**src/rtl/i2cfb_pkg.sv**
```systemverilog
package i2cfb_pkg;
  // configuration word bit positions
  localparam int CFG_RX_DMA   = 15;
  localparam int CFG_RX_FLUSH = 14;
  localparam int CFG_RX_TH    = 8;
  localparam int CFG_TX_DMA   = 7;
  localparam int CFG_TX_FLUSH = 6;
  localparam int CFG_TX_TH    = 0;
  localparam int TH_W         = 6;
  localparam int FIELD_W      = 6;

  // strobes from control to datapath
  typedef struct packed {
    logic txPush;
    logic txPop;
    logic txFlush;
    logic rxPush;
    logic rxPop;
    logic rxFlush;
  } fifoStrobes_t;
endpackage

```
**src/rtl/i2cfb_fifo.sv**
```systemverilog
module i2cfb_fifo #(
  parameter int DEPTH  = 16,
  parameter int DATA_W = 8,
  parameter int LVW    = $clog2(DEPTH + 1)
) (
  input  logic              clk,
  input  logic              rstN,
  input  logic              push,
  input  logic              pop,
  input  logic              flush,
  input  logic [DATA_W-1:0] wrData,
  output logic [DATA_W-1:0] rdData,
  output logic [LVW-1:0]    level
);
  localparam int AW = $clog2(DEPTH);

  logic [DATA_W-1:0] mem [DEPTH];
  logic [AW-1:0]     wrPtr;
  logic [AW-1:0]     rdPtr;

  always_ff @(posedge clk or negedge rstN) begin
    if (!rstN) begin
      wrPtr <= '0;
      rdPtr <= '0;
      level <= '0;
    end else if (flush) begin
      wrPtr <= '0;
      rdPtr <= '0;
      level <= '0;
    end else begin
      if (push) wrPtr <= wrPtr + 1'b1;
      if (pop)  rdPtr <= rdPtr + 1'b1;
      level <= level + LVW'(push) - LVW'(pop);
    end
  end

  always_ff @(posedge clk) begin
    if (push && !flush) mem[wrPtr] <= wrData;
  end

  assign rdData = mem[rdPtr];
endmodule

```
**src/rtl/i2cfb_datapath.sv**
```systemverilog
module i2cfb_datapath
  import i2cfb_pkg::*;
#(
  parameter int DEPTH = 16,
  parameter int LVW   = $clog2(DEPTH + 1)
) (
  input  logic         clk,
  input  logic         rstN,
  input  fifoStrobes_t strobes,
  input  logic [7:0]   cpuTxData,
  input  logic [7:0]   engRxData,
  output logic [7:0]   engTxData,
  output logic [7:0]   cpuRxData,
  output logic [LVW-1:0] txLevel,
  output logic [LVW-1:0] rxLevel
);
  i2cfb_fifo #(.DEPTH(DEPTH), .DATA_W(8), .LVW(LVW)) u_txFifo (
    .clk    (clk),
    .rstN   (rstN),
    .push   (strobes.txPush),
    .pop    (strobes.txPop),
    .flush  (strobes.txFlush),
    .wrData (cpuTxData),
    .rdData (engTxData),
    .level  (txLevel)
  );

  i2cfb_fifo #(.DEPTH(DEPTH), .DATA_W(8), .LVW(LVW)) u_rxFifo (
    .clk    (clk),
    .rstN   (rstN),
    .push   (strobes.rxPush),
    .pop    (strobes.rxPop),
    .flush  (strobes.rxFlush),
    .wrData (engRxData),
    .rdData (cpuRxData),
    .level  (rxLevel)
  );
endmodule

```
**src/rtl/i2cfb_ctrl.sv**
```systemverilog
module i2cfb_ctrl
  import i2cfb_pkg::*;
#(
  parameter int DEPTH_CODE = 1,
  parameter int DEPTH      = 8 << DEPTH_CODE,
  parameter int LVW        = $clog2(DEPTH + 1),
  parameter int CNT_W      = 16
) (
  input  logic             clk,
  input  logic             rstN,
  input  logic             cfgWrEn,
  input  logic [15:0]      cfgWrData,
  output logic [15:0]      cfgRdData,
  output logic [15:0]      statRdData,
  output logic             rxDmaEn,
  output logic             txDmaEn,
  input  logic             cpuTxWr,
  input  logic             cpuRxRd,
  input  logic             engTxPop,
  input  logic             engRxPush,
  input  logic [CNT_W-1:0] remainCnt,
  input  logic [LVW-1:0]   txLevel,
  input  logic [LVW-1:0]   rxLevel,
  output fifoStrobes_t     strobes,
  output logic             txReady,
  output logic             rxReady,
  output logic             txDrain,
  output logic             rxDrain,
  output logic             txUnderflow,
  output logic             rxOverrun
);
  localparam int CMPW = (CNT_W > 8) ? CNT_W : 8;

  logic [TH_W-1:0] rxThField, txThField;
  logic            rxFlushQ, txFlushQ;
  logic            rxFull, txEmpty;
  logic [LVW-1:0]  txFree;
  logic [CMPW-1:0] rxThr, txThr, rxLvlW, txFreeW, remW;
  logic            remNonZero;

  // configuration register; flush bits live for one cycle only
  always_ff @(posedge clk or negedge rstN) begin
    if (!rstN) begin
      rxDmaEn   <= 1'b0;
      txDmaEn   <= 1'b0;
      rxThField <= '0;
      txThField <= '0;
      rxFlushQ  <= 1'b0;
      txFlushQ  <= 1'b0;
    end else begin
      rxFlushQ <= cfgWrEn && cfgWrData[CFG_RX_FLUSH];
      txFlushQ <= cfgWrEn && cfgWrData[CFG_TX_FLUSH];
      if (cfgWrEn) begin
        rxDmaEn   <= cfgWrData[CFG_RX_DMA];
        txDmaEn   <= cfgWrData[CFG_TX_DMA];
        rxThField <= cfgWrData[CFG_RX_TH +: TH_W];
        txThField <= cfgWrData[CFG_TX_TH +: TH_W];
      end
    end
  end

  assign cfgRdData = {rxDmaEn, 1'b0, rxThField, txDmaEn, 1'b0, txThField};

  // handshake qualification
  assign rxFull  = (rxLevel == LVW'(DEPTH));
  assign txEmpty = (txLevel == '0);
  assign txFree  = LVW'(DEPTH) - txLevel;

  always_comb begin
    strobes.rxFlush = rxFlushQ;
    strobes.txFlush = txFlushQ;
    strobes.rxPush  = engRxPush && !rxFull && !rxFlushQ;
    strobes.rxPop   = cpuRxRd && (rxLevel != '0) && !rxFlushQ;
    strobes.txPush  = cpuTxWr && (txLevel != LVW'(DEPTH)) && !txFlushQ;
    strobes.txPop   = engTxPop && !txEmpty && !txFlushQ;
  end

  // error events, one-cycle pulses
  always_ff @(posedge clk or negedge rstN) begin
    if (!rstN) begin
      rxOverrun   <= 1'b0;
      txUnderflow <= 1'b0;
    end else begin
      rxOverrun   <= engRxPush && rxFull && !rxFlushQ;
      txUnderflow <= engTxPop && txEmpty && !txFlushQ;
    end
  end

  // threshold and drain comparisons
  assign rxThr      = CMPW'(rxThField) + CMPW'(1);
  assign txThr      = CMPW'(txThField) + CMPW'(1);
  assign rxLvlW     = CMPW'(rxLevel);
  assign txFreeW    = CMPW'(txFree);
  assign remW       = CMPW'(remainCnt);
  assign remNonZero = (remainCnt != '0);

  assign rxReady = (rxLvlW >= rxThr);
  assign txReady = (txFreeW >= txThr);
  assign rxDrain = remNonZero && (remW < rxThr) && (rxLvlW >= remW);
  assign txDrain = remNonZero && (remW < txThr) && (txFreeW >= remW);

  assign statRdData = {2'(DEPTH_CODE), FIELD_W'(rxLevel), 2'b00, FIELD_W'(txFree)};
endmodule

```
**src/rtl/i2c_thresh_fifo.sv**
```systemverilog
module i2c_thresh_fifo
  import i2cfb_pkg::*;
#(
  parameter int DEPTH_CODE = 1,
  parameter int CNT_W      = 16
) (
  input  logic             clk,
  input  logic             rstN,
  input  logic             cfgWrEn,
  input  logic [15:0]      cfgWrData,
  output logic [15:0]      cfgRdData,
  output logic [15:0]      statRdData,
  output logic             rxDmaEn,
  output logic             txDmaEn,
  input  logic             cpuTxWr,
  input  logic [7:0]       cpuTxData,
  input  logic             cpuRxRd,
  output logic [7:0]       cpuRxData,
  input  logic             engTxPop,
  output logic [7:0]       engTxData,
  input  logic             engRxPush,
  input  logic [7:0]       engRxData,
  input  logic [CNT_W-1:0] remainCnt,
  output logic             txReady,
  output logic             rxReady,
  output logic             txDrain,
  output logic             rxDrain,
  output logic             txUnderflow,
  output logic             rxOverrun
);
  localparam int DEPTH = 8 << DEPTH_CODE;
  localparam int LVW   = $clog2(DEPTH + 1);

  fifoStrobes_t   strobes;
  logic [LVW-1:0] txLevel;
  logic [LVW-1:0] rxLevel;

  i2cfb_ctrl #(
    .DEPTH_CODE (DEPTH_CODE),
    .DEPTH      (DEPTH),
    .LVW        (LVW),
    .CNT_W      (CNT_W)
  ) u_ctrl (
    .clk         (clk),
    .rstN        (rstN),
    .cfgWrEn     (cfgWrEn),
    .cfgWrData   (cfgWrData),
    .cfgRdData   (cfgRdData),
    .statRdData  (statRdData),
    .rxDmaEn     (rxDmaEn),
    .txDmaEn     (txDmaEn),
    .cpuTxWr     (cpuTxWr),
    .cpuRxRd     (cpuRxRd),
    .engTxPop    (engTxPop),
    .engRxPush   (engRxPush),
    .remainCnt   (remainCnt),
    .txLevel     (txLevel),
    .rxLevel     (rxLevel),
    .strobes     (strobes),
    .txReady     (txReady),
    .rxReady     (rxReady),
    .txDrain     (txDrain),
    .rxDrain     (rxDrain),
    .txUnderflow (txUnderflow),
    .rxOverrun   (rxOverrun)
  );

  i2cfb_datapath #(.DEPTH(DEPTH), .LVW(LVW)) u_dp (
    .clk       (clk),
    .rstN      (rstN),
    .strobes   (strobes),
    .cpuTxData (cpuTxData),
    .engRxData (engRxData),
    .engTxData (engTxData),
    .cpuRxData (cpuRxData),
    .txLevel   (txLevel),
    .rxLevel   (rxLevel)
  );
endmodule

```
**config.mk**
```make
export PLATFORM = sky130hd
export DESIGN_NAME = i2c_thresh_fifo
export DESIGN_NICKNAME = d
export VERILOG_FILES = /design/src/rtl/i2cfb_pkg.sv /design/src/rtl/i2cfb_fifo.sv /design/src/rtl/i2cfb_datapath.sv /design/src/rtl/i2cfb_ctrl.sv /design/src/rtl/i2c_thresh_fifo.sv
export SDC_FILE = /design/constraint.sdc
export NUM_CORES = 1
export LEC_CHECK = 0
export BUFFER_PORTS_ARGS = -buffer_cell sky130_fd_sc_hd__buf_2
export CAP_MARGIN = 20
export CORE_MARGIN = 10
export CORE_UTILIZATION = 30
export CTS_BUF_LIST = sky130_fd_sc_hd__clkbuf_16
export CTS_CLUSTER_DIAMETER = 60
export CTS_CLUSTER_SIZE = 8
export DETAILED_ROUTE_END_ITERATION = 7
export MAX_ROUTING_LAYER = met4
export PLACE_DENSITY = 0.54
export SLEW_MARGIN = 15
export SYNTH_ARGS = -nofsm -noshare
export SYNTH_HDL_FRONTEND = slang
export SYNTH_HIERARCHICAL = 1
export SYNTH_SLANG_ARGS = --single-unit
export TNS_END_PERCENT = 50
```
**constraint.sdc**
```tcl
create_clock -name clk -period 5.15 [get_ports clk]
set_clock_uncertainty 0.15 [all_clocks]
set_input_delay 0 -clock clk [delete_from_list [all_inputs] [get_ports clk]]
set_output_delay 0 -clock clk [all_outputs]
set_load 0.05 [all_outputs]
```
# Word level (Yosys, flattened, before mapping)
# Memory sizes are Yosys's and may differ from the RTL's.
# Cells that the tools add are included.
[word_totals] mem_bits_rw=256 n_memories=2 regBits=44
[memory_table] memory="u_dp.u_rxFifo.mem" depth=16 width=8 rd=1 rd_ports_with_merged_regs=0 write_ports=1 line_no="i2cfb_fifo.sv:17" text="logic [DATA_W-1:0] mem [DEPTH];"
[memory_table] memory="u_dp.u_txFifo.mem" depth=16 width=8 rd=1 rd_ports_with_merged_regs=0 write_ports=1 line_no="i2cfb_fifo.sv:17"
[op_classes] order_cmp=6 reduce_logical=31 add_sub_neg=11 n_eq_ne=2 mux=14
[op_table] op="greater-or-equal comparator 5 x 16 -> 1 bit" count=4
[op_table] op="< comparator 16 bit" count=2
[op_table] op="two-way mux 4 bit" count=8
[op_table] op="logical AND 1 bit" count=20
[op_table] op="adder 4 x 1 -> 4 bit, second input constant" count=4
[op_table] op="nonzero test 16 bit" count=1
[op_table] op="adder 6 x 1 -> 7 bit, second input constant" count=2
[op_table] op="adder 5 x 1 -> 5 bit" count=2
[op_table] op="two-way mux 5 bit" count=2
[op_table] op="subtractor 5 x 1 -> 5 bit" count=2
[op_table] op="nonzero test 2 bit" count=4
[op_table] op="equality test 5 bit, second input constant" count=1
[op_table] op="logical NOT 5 bit" count=1
[op_table] op="inequality test 5 bit, second input constant" count=1
[op_table] op="nonzero test 5 bit" count=1
[op_table] op="subtractor 5 bit, first input constant" count=1
[op_table] op="logical NOT 1 bit" count=4
[op_table] op="two-way mux 1 bit" count=4

# Longest topological paths before layout
[depth] depth_word=7 mapped_depth=14 depth_no_buf=14

# By module
# Netlist, hierarchy kept.
[modules_own_cells] mod="i2cfb_fifo at u_dp.u_rxFifo" seq_area_each_um2=4169.0 cells_per_inst=296 area_each_um2=5745.5 instances=1
[modules_own_cells] mod="i2cfb_fifo at u_dp.u_txFifo" seq_area_each_um2=4169.0 cells_per_inst=296 area_each_um2=5741.8 instances=1
[modules_own_cells] mod="i2cfb_ctrl" seq_area_each_um2=450.4 cells_per_inst=191 area_each_um2=1800.5 instances=1

# Worst setup path after synthesis
# No wires, ideal clock.
[synth_timing] path_type="register to register" start="reg u_dp.u_txFifo.level[1]" end="reg u_dp.u_txFifo.level[4]" stages_incl_launch_ff=15 path_buffers=0 path_slack_ns=2.051 t_required_ns=4.868 arrival_ns=2.816 path_cell_list="dfrtp_1 -> inv_1 -> ha_1 -> nor3b_1 -> ha_1 -> nor3b_1 -> ha_1 -> inv_1 -> ha_1 -> inv_1 -> fa_1 -> nor2b_1 -> o21ai_0 -> a21oi_1 -> nor3b_1"
[synth_rtl] element="from (decl)" line_no="i2cfb_fifo.sv:13" text="output logic [LVW-1:0] level"
[synth_rtl] element="from (signal assigned)" line_no="i2cfb_fifo.sv:33" text="level <= level + LVW'(push) - LVW'(pop);"

==> flow_summary.json <==
{
  "synth-edff-count": 256,
  "crit_buf_inv": 3,
  "die_h_um": 230,
  "p_clk_share_pct": 31.6,
  "seq_area_frac_synth_pct": 66.1,
  "yosysUniqueCellTypes": 44,
  "dp_hpwl_um": 19200,
  "h-tree-depth": 2,
  "worstMarginPinSlew_ns": 0.962,
  "pin_count": 111,
  "dieArea_um2": 53100,
  "hold_viol_final": 0,
  "die_w_um": 230,
  "fp-row-count": 77,
  "crit_type": "flop to flop",
  "synth_most_common_cell": "edfxtp_1",
  "power_frac_comb_pct": 31.3,
  "antenna_found_initial": 1,
  "postCtsSetupBuffers": 0,
  "cts-root-buf": "clkbuf_16",
  "peakVddDrop_uv": 261,
  "synthesis.area_um2": 13300,
  "setup_viol": 0,
  "synth_top_area_cell": "edfxtp_1",
  "finalPower_uw": 8170,
  "synthTopCellsByCount": "edfxtp_1 (256), ha_1 (55), nor2_1 (53)",
  "endpoint_kind": "flop",
  "netSwitchingPower_uw": 2800,
  "p_leak_uw": 0.00591,
  "route.detailed.drc": 0,
  "cts_tree": "done",
  "max_freq_mhz": 291,
  "drive_above_1_share_pct": 23.0,
  "cp_max_fo": 5,
  "netlist.area_leader.share_pct": 57.9,
  "layout.nets": 1069,
  "cts_resized": 0,
  "critPathLaunchType": "flop",
  "via_per_inst": 4.68,
  "maxCapViolCount": 0,
  "drv_slew": 0,
  "grt-ovfl-total": 0,
  "numCtsBuffers": 44,
  "synth_seq_cells": 300,
  "tns_ns": 0,
  "coreArea_um2": 44000,
  "crit_family": "adder cells",
  "syn_to_final_growth_pct": 21.2,
  "path_cells": "inv_1, ha_1, nor3b_1, ha_1, nor3b_1, ha_1, inv_1, ha_1, inv_1, fa_1, nor2b_1, o21ai_0, a21oi_1, nor3b_1",
  "cp_slowest_cell": "nor3b_1",
  "clk_latency_ns": 0.54,
  "io_buffers": 102,
  "dr.pass1.iters": 6,
  "vias": 7322,
  "slowest_delay_ns": 0.58,
  "grt_pass1_vias": 7989,
  "seq_power_share_pct": 37.1,
  "grt_pass1_wl_um": 46400,
  "wl_um": 29300,
  "post-route-period-util_pct": 66.7,
  "relSlewSlack_pct": 35.6,
  "dpl.cell_count": 1447,
  "ys_top_cells_by_area": "edfxtp_1 (58%), dfrtp_1 (8.3%), mux4_2 (6.6%), ha_1 (5.2%), mux4_1 (4.9%)",
  "ys.flop_type": "edfxtp_1",
  "clkSinkCount": 300,
  "internal_power_uw": 5380,
  "initial_utilization_pct": 30.2,
  "swShare_pct": 34.2,
  "final_cells": 1565,
  "clkTransAtPathRegs_ns": 0.05,
  "cp.arrival_ns": 3.67,
  "ant_nets": 0,
  "status": "complete, no violations",
  "powerDensity_nw_per_um2": 507,
  "gp_congestion": 0.757,
  "cp.required_ns": 5.39,
  "cts_buffer_depth": 3,
  "hp-class": "input pin to flop",
  "syn_inst": 783,
  "grt_setup_unrepaired": "no",
  "gr-usage-all-layers_pct": 11.4,
  "postSynth.asyncResetShare_pct": 14.7,
  "yosysWarnings": 6,
  "route.detailed.wl_per_inst_um": 18.7,
  "avgSynthCellArea_um2": 17.0,
  "min_period_ns": 3.43,
  "drt_iter0_markers": 391,
  "cp_common_cell": "ha_1",
  "grt_max_degree": 45
}
## power groups by stage
stage / Clock (uW) / Combinational, uW / Sequential [uW]
floorplan: 0 / 2060 / 3000
global placement: 0 / 2540 / 3080
detailed placement: 0 / 2540 / 3080
CTS: 2670 / 2600 / 3040
global route: 2770 / 2800 / 3060
finish: 2590 / 2560 / 3030
## layer usage
layer	wire, um	track usage (%)
met4	571	3.62
met3	1460	2.18
met1	13500	14.8
met2	13800	17.9
met5	0	-
## flip-flops by register name (all words and copies together) (netlist names), 4 cells and up
signal               count
u_ctrl/rxThField         6
u_dp/u_txFifo/level      5
u_dp/u_rxFifo/level      5
u_dp/u_txFifo/wrPtr      4
u_dp/u_rxFifo/rdPtr      4
u_dp/u_rxFifo/mem      128
u_dp/u_txFifo/mem      128
u_ctrl/txThField         6
u_dp/u_rxFifo/wrPtr      4
u_dp/u_txFifo/rdPtr      4
## logic make-up after synthesis
logic type	share of synthesized area (%)
and+or+nand+nor	6.27
AOI/OAI and AO/OA	3.65
adders and majority gates	5.48
xor gates and xnor gates	1.71
other	0.0565
DFF	66.1
buffers and inverters	3.81
muxes	12.9
## worst reg2reg max path, delay by kind of cell, from the launching register on
kind | cells | cell delay, ns
adder cells (fa/ha/maj) | 5 | 1.31
AND/OR/NAND/NOR | 4 | 0.96
flip-flops | 1 | 0.38
AO/OA/AOI/OAI | 2 | 0.27
buffers and inverters | 3 | 0.22
## area by class of cell
| type | count | area [um^2] |
|---|---|---|
| diodes | 1 | 2.50 |
| clock buffers | 45 | 1130 |
| clock inverters | 16 | 124 |
| fillers | 4153 | 27900 |
| inverters | 33 | 124 |
| multi-input cells | 406 | 4030 |
| flip-flops and latches | 300 | 8790 |
| well taps | 592 | 741 |
| repair buffers | 172 | 1180 |
## worst paths after layout
| check | cells past startpoint | slack, ns | end | from |
|---|---|---|---|---|
| max | 14 | 1.72 | u_dp/u_txFifo/level[4] | u_dp/u_txFifo/level[0] |
| min | 4 | 0.18 | u_ctrl/rxOverrun | engRxPush |
| max reg2reg | 14 | 1.72 | u_dp/u_txFifo/level[4] | u_dp/u_txFifo/level[0] |
| min reg2reg | 2 | 0.45 | u_dp/u_rxFifo/rdPtr[1] | u_dp/u_rxFifo/rdPtr[1] |
| max in group asynchronous | 4 | 3.94 | u_dp/u_txFifo/rdPtr[0] | rstN |
| min in group asynchronous | 4 | 0.47 | u_ctrl/rxDmaEn | rstN |
## through the flow
stage | utilization, % | area (um^2) | worst slack (ns) | hold slack, ns
2_1_floorplan | - | 13300 | 2.05 | -0.446
3_3_place_gp | 32.4 | 14300 | 1.81 | -0.0203
3_5_place_dp | 32.4 | 14300 | 1.71 | -0.0128
4_1_cts | 36.6 | 16100 | 1.71 | 0.147
5_1_grt | 36.6 | 16100 | 1.46 | 0.191
6_report | 36.6 | 16100 | 1.72 | 0.175
## cells in the final DEF (no fill, tap or decap), types with 3 or more instances in the layout
master	instances
nor3b_1	8
clkbuf_16	45
buf_4	14
mux2_2	12
a21o_1	4
nor2_1	53
inv_1	45
o211ai_1	3
nand4_1	4
and3b_1	3
dlygate4sd3_1	56
nand2b_1	15
nor3_1	9
nand2_1	27
nand3_1	12
ha_1	55
xor2_1	16
xnor2_1	10
a21oi_1	15
nor2b_1	11
and3_1	4
dfrtp_1	42
mux2i_1	4
o21ai_0	10
edfxtp_1	256
mux4_2	39
and2_1	4
a22oi_1	32
conb_1	8
buf_2	102
mux4_1	25
## repair_timing
item,in CTS,in global routing
hold endpoints to repair,330,0
hold buffers,56,0
setup endpoints to repair,0,0
Power figures use the tool's default switching activity.
